$ cat config.mk
export PLATFORM = sky130hd
export DESIGN_NAME = dma_reloc_map
export DESIGN_NICKNAME = d
export VERILOG_FILES = /design/src/rtl/dma_map_pkg.sv /design/src/rtl/dma_map_regs.sv /design/src/rtl/dma_map_xlate.sv /design/src/rtl/dma_reloc_map.sv
export SDC_FILE = /design/constraint.sdc
export NUM_CORES = 1
export LEC_CHECK = 0
export BUFFER_PORTS_ARGS = -buffer_cell sky130_fd_sc_hd__buf_2
export CORE_ASPECT_RATIO = 1.1
export CORE_MARGIN = 2
export CORE_UTILIZATION = 55
export CTS_BUF_LIST = sky130_fd_sc_hd__clkbuf_16
export CTS_CLUSTER_SIZE = 40
export DETAILED_ROUTE_END_ITERATION = 8
export PLACE_DENSITY = 0.79
export SYNTH_ARGS = -nofsm -noshare
export SYNTH_HDL_FRONTEND = slang
export SYNTH_HIERARCHICAL = 1
export SYNTH_SLANG_ARGS = --single-unit
$ cat constraint.sdc
create_clock -name clk_i -period 4.5 [get_ports clk_i]
set_input_delay 0.225 -clock clk_i [delete_from_list [all_inputs] [get_ports clk_i]]
set_output_delay 0.225 -clock clk_i [all_outputs]
set_load 0.03 [all_outputs]
$ cat src/rtl/dma_map_pkg.sv
package dma_map_pkg;
  localparam int unsigned DEV_AW  = 18;
  localparam int unsigned PHYS_AW = 22;
  localparam int unsigned OFF_W   = 13;
  localparam int unsigned LO_W    = 16;
endpackage

$ cat src/rtl/dma_map_regs.sv
module dma_map_regs #(
  parameter int unsigned WIN_W   = 5,
  parameter int unsigned LO_W    = 16,
  parameter int unsigned PHYS_AW = 22
) (
  input  logic               clk_i,
  input  logic               rst_ni,
  input  logic               we_i,
  input  logic [WIN_W:0]     cfg_addr_i,
  input  logic [LO_W-1:0]    wdata_i,
  output logic [LO_W-1:0]    rdata_o,
  input  logic [WIN_W-1:0]   win_i,
  output logic [PHYS_AW-1:0] base_o
);
  localparam int unsigned HI_W     = PHYS_AW - LO_W;
  localparam int unsigned NUM_PAIR = (1 << WIN_W) - 1;

  logic [LO_W-1:1]  lo_q [NUM_PAIR];
  logic [HI_W-1:0]  hi_q [NUM_PAIR];
  logic [WIN_W-1:0] sel_idx;
  logic             sel_hi;

  assign sel_idx = cfg_addr_i[WIN_W:1];
  assign sel_hi  = cfg_addr_i[0];

  for (genvar g = 0; g < NUM_PAIR; g++) begin : g_pair
    logic hit;
    assign hit = we_i && (sel_idx == WIN_W'(g));
    always_ff @(posedge clk_i or negedge rst_ni) begin
      if (!rst_ni) begin
        lo_q[g] <= '0;
        hi_q[g] <= '0;
      end else if (hit) begin
        if (sel_hi) hi_q[g] <= wdata_i[HI_W-1:0];
        else        lo_q[g] <= wdata_i[LO_W-1:1];
      end
    end
  end

  always_comb begin
    rdata_o = '0;
    if (int'(sel_idx) < NUM_PAIR) begin
      if (sel_hi) rdata_o = LO_W'(hi_q[sel_idx]);
      else        rdata_o = {lo_q[sel_idx], 1'b0};
    end
  end

  always_comb begin
    base_o = '0;
    if (int'(win_i) < NUM_PAIR) base_o = {hi_q[win_i], lo_q[win_i], 1'b0};
  end
endmodule

$ cat src/rtl/dma_map_xlate.sv
module dma_map_xlate #(
  parameter int unsigned DEV_AW  = 18,
  parameter int unsigned PHYS_AW = 22,
  parameter int unsigned OFF_W   = 13
) (
  input  logic               map_en_i,
  input  logic [DEV_AW-1:0]  addr_i,
  input  logic [PHYS_AW-1:0] base_i,
  output logic [DEV_AW-OFF_W-1:0] win_o,
  output logic [PHYS_AW-1:0] phys_o,
  output logic               mem_ok_o
);
  localparam int unsigned WIN_W = DEV_AW - OFF_W;

  logic [OFF_W-1:0]   off;
  logic               io_page;
  logic [PHYS_AW-1:0] reloc;
  logic [PHYS_AW-1:0] flat;

  assign win_o   = addr_i[DEV_AW-1:OFF_W];
  assign off     = addr_i[OFF_W-1:0];
  assign io_page = &win_o;
  // sum truncates to PHYS_AW: wraps past top of memory
  assign reloc   = base_i + PHYS_AW'(off);
  assign flat    = PHYS_AW'(addr_i);

  assign phys_o   = (map_en_i && !io_page) ? reloc : flat;
  assign mem_ok_o = !io_page;
endmodule

$ cat src/rtl/dma_reloc_map.sv
module dma_reloc_map #(
  parameter int unsigned DEV_AW  = dma_map_pkg::DEV_AW,
  parameter int unsigned PHYS_AW = dma_map_pkg::PHYS_AW,
  parameter int unsigned OFF_W   = dma_map_pkg::OFF_W,
  parameter int unsigned LO_W    = dma_map_pkg::LO_W
) (
  input  logic               clk_i,
  input  logic               rst_ni,
  input  logic               cfg_we_i,
  input  logic [DEV_AW-OFF_W:0] cfg_addr_i,
  input  logic [LO_W-1:0]    cfg_wdata_i,
  output logic [LO_W-1:0]    cfg_rdata_o,
  input  logic               map_en_i,
  input  logic               dma_valid_i,
  input  logic [DEV_AW-1:0]  dma_addr_i,
  output logic               phys_valid_o,
  output logic               phys_fwd_o,
  output logic [PHYS_AW-1:0] phys_addr_o
);
  localparam int unsigned WIN_W = DEV_AW - OFF_W;

  logic [WIN_W-1:0]   win;
  logic [PHYS_AW-1:0] base;
  logic [PHYS_AW-1:0] phys;
  logic               mem_ok;

  dma_map_regs #(.WIN_W(WIN_W), .LO_W(LO_W), .PHYS_AW(PHYS_AW)) u_regs (
    .clk_i      (clk_i),
    .rst_ni     (rst_ni),
    .we_i       (cfg_we_i),
    .cfg_addr_i (cfg_addr_i),
    .wdata_i    (cfg_wdata_i),
    .rdata_o    (cfg_rdata_o),
    .win_i      (win),
    .base_o     (base)
  );

  dma_map_xlate #(.DEV_AW(DEV_AW), .PHYS_AW(PHYS_AW), .OFF_W(OFF_W)) u_xlate (
    .map_en_i (map_en_i),
    .addr_i   (dma_addr_i),
    .base_i   (base),
    .win_o    (win),
    .phys_o   (phys),
    .mem_ok_o (mem_ok)
  );

  always_ff @(posedge clk_i or negedge rst_ni) begin
    if (!rst_ni) begin
      phys_valid_o <= 1'b0;
      phys_fwd_o   <= 1'b0;
      phys_addr_o  <= '0;
    end else begin
      phys_valid_o <= dma_valid_i;
      phys_fwd_o   <= dma_valid_i && mem_ok;
      if (dma_valid_i) phys_addr_o <= phys;
    end
  end
endmodule

==> run_results.csv <==
group,metric,value,unit
outcome,status,"finished clean",
global_route,grt_pass1_vias,24872,
sta,skew,25.2,ps
critical_path,path_cells,"mux4_2 -> mux4_2 -> mux2_2 -> ha_1 -> a21oi_1 -> o21ai_1 -> or3_1 -> o21ai_2 -> xor2_1 -> a21oi_1 -> mux2_2",
cts,postCtsSetupBuffers,0,
yosys,yosys-top-cells-area,"dfrtp_1 (46%), mux2_2 (21%), mux4_2 (20%), mux2i_1 (2.2%), nand2_1 (1.2%)",
finish,nNetsFinal,2551,
placed_design,gp_congestion,0.889,
sta,timing.slew.headroom,0.164,
yosys,ys_async_sr_fraction,1.00,
cts,clock_path_buffers,3,
critical_path,max_stage_delay,540,ps
critical_path,crit_path_start_kind,"register",
yosys,ys.flop_type,"dfrtp_1",
cts,cts-htree-levels,3,
hold_path,hold_path_startpoint,"dma_addr_i[6]",
sta,tightest_slew,1250,ps
drt,viasPerCell,7.00,
drt,drtPass1Iterations,6,
yosys,ys_types,62,
sta,finalSetupViolations,0,
critical_path,crit_fanout,7,
cts,root_buffer,"clkbuf_16",
die,rows,99,
yosys,synth_nets,2531,
global_route,grt_usage,0.303,
drt,drt_iter0_markers,2549,
hold_path,hold_class,"input pin to register",
die,core_region_area,0.0664,mm²
finish,drive_gt1_frac,0.519,
drt,antenna_left,0,
critical_path,r2r_cells,11,
critical_path,crit_type,"register to register",
die,dieWidth,251,µm
sta,finalSetupTns,0,ps
critical_path,crit_family,"multiplexers",
critical_path,regToRegEndpoint,"phys_addr_o[13]$_DFFE_PN0P_",
yosys,syn_area_per_cell,14.9,µm²
critical_path,rrSetupSlack,800,ps
power_and_ir_drop,p_total,16500,µW
global_route,grt_pass1_wl,157000,µm
global_route,grt_max_degree,142,
critical_path,crit_slowest_cell,"mux4_2",
sta,maxSlewViolCount,0,
finish,mostFrequentLayoutCells,"mux2_2 (687), dfrtp_1 (675), mux4_2 (336)",
sta,fmaxAchievable,0.270,GHz
die,ios,85,
yosys,yosys_warnings,6,
power_and_ir_drop,ir_worst_vdd,0.000289,V
hold_path,hold-path-endpoint,"phys_addr_o[6]$_DFFE_PN0P_",
cts,cts_tree,"yes",
cts,hold_buffers,10,
yosys,yosysTopAreaCell,"dfrtp_1",
yosys,yosysTopAreaCellShare,0.457,
critical_path,required,5000,ps
die,start_util,0.556,
sta,min_period,3700,ps
drt,vias,23863,
critical_path,cp.arrival,4200,ps
power_and_ir_drop,powerDensity,408,mW/mm²
critical_path,end_kind,"register",
finish,layout_commonest_cell,"mux2_2",
critical_path,r2r_start,"u_regs/lo_q[67]$_DFFE_PN0P_",
sta,hold_slack,30.2,ps
sta,rsz0062_at_grt,"false",
drt,wire_per_inst,30.3,µm
run,drv_cap,0,
cts,clkTransAtPathRegs,60,ps
power_and_ir_drop,cellLeakagePower,0.0182,µW
sta,hold_viol_final,0,
sta,finalCritPeriodShare,0.823,
placed_design,hpwl,64200,µm
yosys,ys_ff_latch,675,
sta,timing.final.ws_setup,797,ps
yosys,synth_edf_count,0,
cts,clkLatencyLatePin,630,ps
yosys,syn_area,0.0369,mm²
finish,area_delta_synth_final,9.75,%
die,die_area,0.0693,mm²
placed_design,place_ws,396,ps
yosys,ys_seq_area_frac,0.457,
global_route,grt_overflow,0,
cts,cts.repair.resized,0,
critical_path,crit_buf_inv,0,
cts,cts-buffers-inserted,70,
yosys,synthCells,2472,
hold_path,hold_depth,4,
die,fp.dieH,276,µm
drt,drc,0,
cts,cts.sinks,675,
placed_design,io_buffer_count,84,
global_route,grt_antenna_before_repair,8,
drt,routed_wirelength,103000,µm
[worst reg2reg max path: stages, from the launching register on]
cell,delay (ps)
dfrtp_1,420
mux4_2,480
mux4_2,540
mux2_2,320
ha_1,370
a21oi_1,180
o21ai_1,80
or3_1,350
o21ai_2,270
xor2_1,200
a21oi_1,90
mux2_2,280
[registers in the layout, indices dropped and copies added (netlist names)]
register	count
phys_addr_o	22
phys_valid_o	1
phys_fwd_o	1
u_regs/hi_q	186
u_regs/lo_q	465
[final cells by class]
cell class                 count  area (µm²)
multi-input combinational   1561       18900
tap                          858        1070
inverter                       7        26.3
clock buffer                  74        1850
fill                        4691       25900
timing repair buffer         177        1370
sequential                   675       16900
antenna                        3        7.51
clock inverter                53         444
[cells in the mapped netlist, types with 6 or more instances]
cell type / number
nand2_1: 120
o211ai_1: 7
clkbuf_1: 105
mux2_1: 7
buf_1: 11
a22oi_1: 14
mux2i_1: 80
o21ai_0: 36
inv_1: 6
o21ai_1: 16
dfrtp_1: 675
o221ai_1: 16
buf_6: 14
and2_1: 6
mux2_2: 687
o21a_1: 8
a21oi_1: 35
a32o_1: 11
o2bb2ai_1: 12
ha_1: 13
nand3_1: 19
xor2_1: 8
buf_4: 26
buf_2: 72
xnor2_1: 7
mux4_2: 336
nor2_1: 47
[power breakdown]
| group | switching (µW) | internal (µW) | total (µW) | leakage (µW) |
|---|---|---|---|---|
| Combinational | 1480 | 1720 | 3190 | 0.00805 |
| Sequential | 611 | 6890 | 7500 | 0.00894 |
| Clock | 2460 | 3380 | 5840 | 0.00116 |
| Total | 4550 | 12000 | 16500 | 0.0182 |
[how the worst max path moves through the flow]
stage               cells after the start                        start  slack (ps)                          end
floorplan                              15               dma_addr_i[13]         760  phys_addr_o[16]$_DFFE_PN0P_
global placement                       13               dma_addr_i[13]         460  phys_addr_o[13]$_DFFE_PN0P_
detailed placement                     14               dma_addr_i[14]         400  phys_addr_o[13]$_DFFE_PN0P_
CTS                                    11  u_regs/lo_q[52]$_DFFE_PN0P_         840  phys_addr_o[13]$_DFFE_PN0P_
global route                           11  u_regs/lo_q[54]$_DFFE_PN0P_         560  phys_addr_o[13]$_DFFE_PN0P_
finish                                 11  u_regs/lo_q[67]$_DFFE_PN0P_         800  phys_addr_o[13]$_DFFE_PN0P_
[cells by family after synthesis]
family / share of synthesized area
adders and majority gates: 0.00495
xor gates and xnor gates: 0.00356
muxes: 0.438
DFF: 0.457
other: 0.000102
and+or+nand+nor: 0.0279
buffers and inverters: 0.0322
AOI/OAI and AO/OA: 0.0359
[metrics by stage]
step / util / std cells / area (µm²)
global route: 0.610 / 3405 / 40500
global placement: 0.574 / 3268 / 38100
floorplan: - / 2472 / 36900
CTS: 0.610 / 3405 / 40500
finish: 0.611 / 3408 / 40500
detailed placement: 0.574 / 3268 / 38100
[metal layers]
metal,track usage,share of wire,vias to the layer above
met2,0.471,0.47,1335
met3,0.0748,0.10,313
met1,0.408,0.38,12602
met4,0.141,0.044,6
met5,0,0.00033,-
li1,-,-,9607
Note: power is estimated with default switching activity, not from simulation.
